## src/rtl/tk_status_pkg.sv

```systemverilog
package tk_status_pkg;
   // Bit positions are decoded by neighbouring logic and software; keep them fixed.
   localparam int unsigned POS_RTCF   = 0;
   localparam int unsigned POS_BAT    = 1;
   localparam int unsigned POS_ALM    = 2;
   localparam int unsigned POS_RSV_LO = 3;
   localparam int unsigned POS_WREN   = 4;
   localparam int unsigned POS_RSV_HI = 5;
   localparam int unsigned POS_XOSC   = 6;
   localparam int unsigned POS_ACLR   = 7;
   localparam int unsigned NUM_FLAGS  = 3;
   localparam int unsigned MIN_REG_W  = 8;

   typedef struct packed {
      logic aclr;
      logic xosc;
      logic wren;
   } ctrl_t;

   function automatic int unsigned flag_pos(input int unsigned idx);
      case (idx)
         0:       return POS_RTCF;
         1:       return POS_BAT;
         default: return POS_ALM;
      endcase
   endfunction
endpackage

```

## src/rtl/tk_sticky_cell.sv

```systemverilog
module tk_sticky_cell #(
   parameter bit AUTO_CLR = 1'b1
) (
   input  logic clk,
   input  logic rst_n,
   input  logic set_i,
   input  logic sw_clr_i,
   input  logic auto_en_i,
   input  logic snap_i,
   input  logic done_i,
   output logic flag_o
);
   logic flag_q;
   logic auto_hit;

   generate
      if (AUTO_CLR) begin : g_snap
         logic seen_q;
         logic seen_eff;
         // A snapshot in the same cycle as done uses the live flag value.
         assign seen_eff = snap_i ? flag_q : seen_q;
         assign auto_hit = done_i & auto_en_i & seen_eff;
         always_ff @(posedge clk or negedge rst_n) begin
            if (!rst_n)      seen_q <= 1'b0;
            else if (done_i) seen_q <= 1'b0;
            else if (snap_i) seen_q <= flag_q;
         end
      end else begin : g_no_snap
         logic unused_rd;
         assign unused_rd = ^{auto_en_i, snap_i, done_i};
         assign auto_hit  = 1'b0;
      end
   endgenerate

   always_ff @(posedge clk or negedge rst_n) begin
      if (!rst_n)                    flag_q <= 1'b0;
      else if (set_i)                flag_q <= 1'b1;
      else if (sw_clr_i || auto_hit) flag_q <= 1'b0;
   end

   assign flag_o = flag_q;
endmodule

```

## src/rtl/tk_ctrl_bank.sv

```systemverilog
module tk_ctrl_bank
   import tk_status_pkg::*;
(
   input  logic  clk,
   input  logic  rst_n,
   input  logic  wr_stb_i,
   input  ctrl_t wr_ctrl_i,
   output ctrl_t ctrl_o
);
   ctrl_t ctrl_q;

   always_ff @(posedge clk or negedge rst_n) begin
      if (!rst_n)        ctrl_q <= '0;
      else if (wr_stb_i) ctrl_q <= wr_ctrl_i;
   end

   assign ctrl_o = ctrl_q;
endmodule

```

## src/rtl/tk_status_ctl.sv

```systemverilog
module tk_status_ctl
   import tk_status_pkg::*;
#(
   parameter int unsigned REG_W = 8
) (
   input  logic             clk,
   input  logic             rst_n,
   input  logic             pwr_lost_evt,
   input  logic             bkup_evt,
   input  logic             alarm_evt,
   input  logic             wr_stb,
   input  logic [REG_W-1:0] wr_data,
   input  logic             rd_snap,
   input  logic             rd_done,
   input  logic             time_wr,
   output logic [REG_W-1:0] status_q,
   output logic             time_wr_en,
   output logic             osc_ext_sel
);
   generate
      if (REG_W < MIN_REG_W) begin : g_bad_width
         $error("tk_status_ctl: REG_W must be at least %0d", MIN_REG_W);
      end
   endgenerate

   logic [NUM_FLAGS-1:0] evt_vec;
   logic [NUM_FLAGS-1:0] flag_vec;
   ctrl_t                ctrl;
   ctrl_t                wr_ctrl;
   logic                 unused_wr;

   assign evt_vec   = {alarm_evt, bkup_evt, pwr_lost_evt};
   assign wr_ctrl   = '{aclr: wr_data[POS_ACLR], xosc: wr_data[POS_XOSC], wren: wr_data[POS_WREN]};
   assign unused_wr = ^wr_data;

   tk_ctrl_bank u_ctrl (
      .clk       (clk),
      .rst_n     (rst_n),
      .wr_stb_i  (wr_stb),
      .wr_ctrl_i (wr_ctrl),
      .ctrl_o    (ctrl)
   );

   for (genvar i = 0; i < NUM_FLAGS; i++) begin : g_flag
      localparam int unsigned POS = flag_pos(i);
      if (i == 0) begin : g_pwr
         // Power-loss flag: cleared only by a time-register write.
         tk_sticky_cell #(.AUTO_CLR(1'b0)) u_cell (
            .clk       (clk),
            .rst_n     (rst_n),
            .set_i     (evt_vec[i]),
            .sw_clr_i  (time_wr),
            .auto_en_i (1'b0),
            .snap_i    (1'b0),
            .done_i    (1'b0),
            .flag_o    (flag_vec[i])
         );
      end else begin : g_evt
         tk_sticky_cell #(.AUTO_CLR(1'b1)) u_cell (
            .clk       (clk),
            .rst_n     (rst_n),
            .set_i     (evt_vec[i]),
            .sw_clr_i  (wr_stb & ~wr_data[POS]),
            .auto_en_i (ctrl.aclr),
            .snap_i    (rd_snap),
            .done_i    (rd_done),
            .flag_o    (flag_vec[i])
         );
      end
   end

   always_comb begin
      status_q           = '0;
      status_q[POS_RTCF] = flag_vec[0];
      status_q[POS_BAT]  = flag_vec[1];
      status_q[POS_ALM]  = flag_vec[2];
      status_q[POS_WREN] = ctrl.wren;
      status_q[POS_XOSC] = ctrl.xosc;
      status_q[POS_ACLR] = ctrl.aclr;
   end

   assign time_wr_en  = ctrl.wren;
   assign osc_ext_sel = ctrl.xosc;
endmodule

```

## config.mk

```make
export PLATFORM = sky130hd
export DESIGN_NAME = tk_status_ctl
export DESIGN_NICKNAME = d
export VERILOG_FILES = /design/src/rtl/tk_status_pkg.sv /design/src/rtl/tk_sticky_cell.sv /design/src/rtl/tk_ctrl_bank.sv /design/src/rtl/tk_status_ctl.sv
export SDC_FILE = /design/constraint.sdc
export NUM_CORES = 1
export LEC_CHECK = 0
export BUFFER_PORTS_ARGS = -buffer_cell sky130_fd_sc_hd__buf_2
export CAP_MARGIN = 20
export CORE_AREA = 3 3 40 42
export CTS_CLUSTER_DIAMETER = 200
export DETAILED_ROUTE_END_ITERATION = 10
export DIE_AREA = 0 0 43 45
export MAX_ROUTING_LAYER = met4
export PLACE_DENSITY_LB_ADDON = 0.1
export SLEW_MARGIN = 25
export SYNTH_ARGS = -nofsm -noshare
export SYNTH_HDL_FRONTEND = slang
export SYNTH_SLANG_ARGS = --single-unit
```

## constraint.sdc

```tcl
create_clock -name clk -period 1.97 [get_ports clk]
set_input_delay 0.394 -clock clk [delete_from_list [all_inputs] [get_ports clk]]
set_output_delay 0.394 -clock clk [all_outputs]
set_load 0.1 [all_outputs]
```

==> flow_summary.ini <==
[status]
status = completed

[worst_setup_path]
slowest_stage = buf_2
worstSetupPathType = flop to output port
arrival_ps = 1070
crit_fanout = 4
cp.buffers_inverters = 1
crit_required_ps = 1580
cp-end-kind = output port
crit_family = buffers and inverters
path_cells = buf_2
cp-start-kind = flop
slowest_delay_ps = 440

[floorplanning]
dieArea_sq_um = 1940
core-area_sq_um = 1280
num_io_pins = 27
die_h_um = 45
die_w_um = 43
floorplan.rows = 13
initial_utilization_pct = 29.7

[route]
routedWlPerCell_um = 11.4
drt_pass1_iterations = 1
antenna_left = 0
vias_per_cell = 4.23
vias = 275
drt-initial-drc-count = 0
wirelength_um = 741
drc_errors = 0

[timing]
rsz0062_at_grt = no
finClkSkew_ps = 3.13
fmax_ghz = 0.684
period_share_pct = 74.3
slew_viol_final = 0
fin_crit_ps = 1460
hold_viol_final = 0
setup-violations-final = 0
setup_tns_ps = 0

[cts]
hold_buffers = 1
cts-resized-gates = 0
cts.sinks = 8
clock_latency_ps = 250
path_clk_slew_ps = 50
cts_max_level = 1
cts_setup_buffers = 0
cts_tree = built
root_buffer = clkbuf_4
clock_tree.buffer_depth = 2
cts_buffers = 3

[finish]
nFillCells = 136
multi_input_area_sq_um = 121
area_growth_syn_to_layout_pct = 26.2
final_cell_mix = 21 x buf_2, 8 x dfrtp_1, 3 x mux2_2, 3 x clkbuf_4
seq_area_sq_um = 200
drive_above_1_share_pct = 54.0
post-route-util_pct = 37.5
layout.cells.most_common = buf_2
fin_nets = 69
antenna_cells = 0

[global_routing]
antenna_found_initial = 0
overflow = 0
grt_pass1_wl_um = 1210
grt_pass1_vias = 273
grt_usage_pct = 8.93
grt_max_degree = 9

[place]
port-buffer-count = 21
dpl.hpwl_um = 601
place_congestion = 0.666

[power_and_ir_drop]
power.total_mw = 0.500
power_density_nw_per_um2 = 1040
max-vdd-ir-drop_v = 0.000305
leakage_nw = 0.246

[synthesis]
synthTopCellsByArea = dfrtp_1 52%, buf_4 16%, mux2_2 8.9%
postSynthCellCount = 32
syn_area_per_cell_sq_um = 11.9
synth_top_area_cell = dfrtp_1
ys_seq_elements = 8
synth_top_area_share_pct = 52.5
synth_cell_types = 11
yosys_warnings = 0
syn-cell-area_sq_um = 382
ys_seq_area_share_pct = 52.5

[job]
drv_cap = 0

[hold_path]
holdCritPathClass = input pin to flop
==> synthesized netlist by cell type, drive strengths merged <==
cell type and count:
conb 1, mux2i 2, mux2 3, o211ai 2, buf 8, a21o 1
nand2b 2, dfrtp 8, a31o 2, inv 1, nor2 2
==> worst paths after layout <==
path / end / cells after the start / from / slack, ps
worst min-delay path: g_flag[0].g_pwr.u_cell.flag_o / 2 / pwr_lost_evt / 320
max in group asynchronous: g_flag[0].g_pwr.u_cell.flag_o / 2 / rst_n / 1290
min in group asynchronous: g_flag[1].g_evt.u_cell.g_snap.seen_q / 2 / rst_n / 510
worst min register to register: g_flag[0].g_pwr.u_cell.flag_o / 1 / g_flag[0].g_pwr.u_cell.flag_o / 470
worst max-delay path: status_q[7] / 1 / u_ctrl.ctrl_o[2] / 510
worst max register to register: g_flag[2].g_evt.u_cell.flag_o / 2 / u_ctrl.ctrl_o[2] / 1170
==> layout make-up <==
type / instances / area share [%]
timing repair buffer: 22 / 23.9
tap: 15 / 3.90
clock buffer: 3 / 4.68
sequential: 8 / 41.6
inverter: 1 / 0.779
multi-input combinational: 16 / 25.2
==> logic make-up after synthesis <==
kind of cell,count (synthesis),synth area share (%)
other,1,0.983
muxes,5,14.1
buffers and inverters,9,16.7
and+or+nand+nor,4,5.25
AOI/OAI and AO/OA,5,10.5
DFF,8,52.5
==> through the flow <==
stage | cells | instance area, sq um | hold slack [ps] | setup WS [ps]
2_1_floorplan | 33 | 385 | 98.4 | 239
4_1_cts | 65 | 482 | 315 | 488
6_report | 65 | 482 | 323 | 507
3_5_place_dp | 61 | 449 | 247 | 757
3_3_place_gp | 61 | 449 | 241 | 760
5_1_grt | 65 | 482 | 339 | 444
==> layer usage <==
layer	up-vias	part of all wire, %	track usage (%)
met4	0	0.81	7.23
li1	136	-	-
met1	120	45	10.7
met2	17	44	12.3
met5	-	0	-
met3	2	11	2.79
==> state kept, by name, summed over array words and instances, names as in the netlist <==
name,cells
g_flag.g_pwr.u_cell.flag_o,1
g_flag.g_evt.u_cell.g_snap.seen_q,2
u_ctrl.ctrl_o,3
g_flag.g_evt.u_cell.flag_o,2
==> report_power, final <==
part	switching, mW	total, mW	internal [mW]
Sequential	0.00970	0.189	0.179
Clock	0.0532	0.123	0.0696
Combinational	0.154	0.189	0.0347
Total	0.217	0.500	0.284
Power figures use the tool's default switching activity.
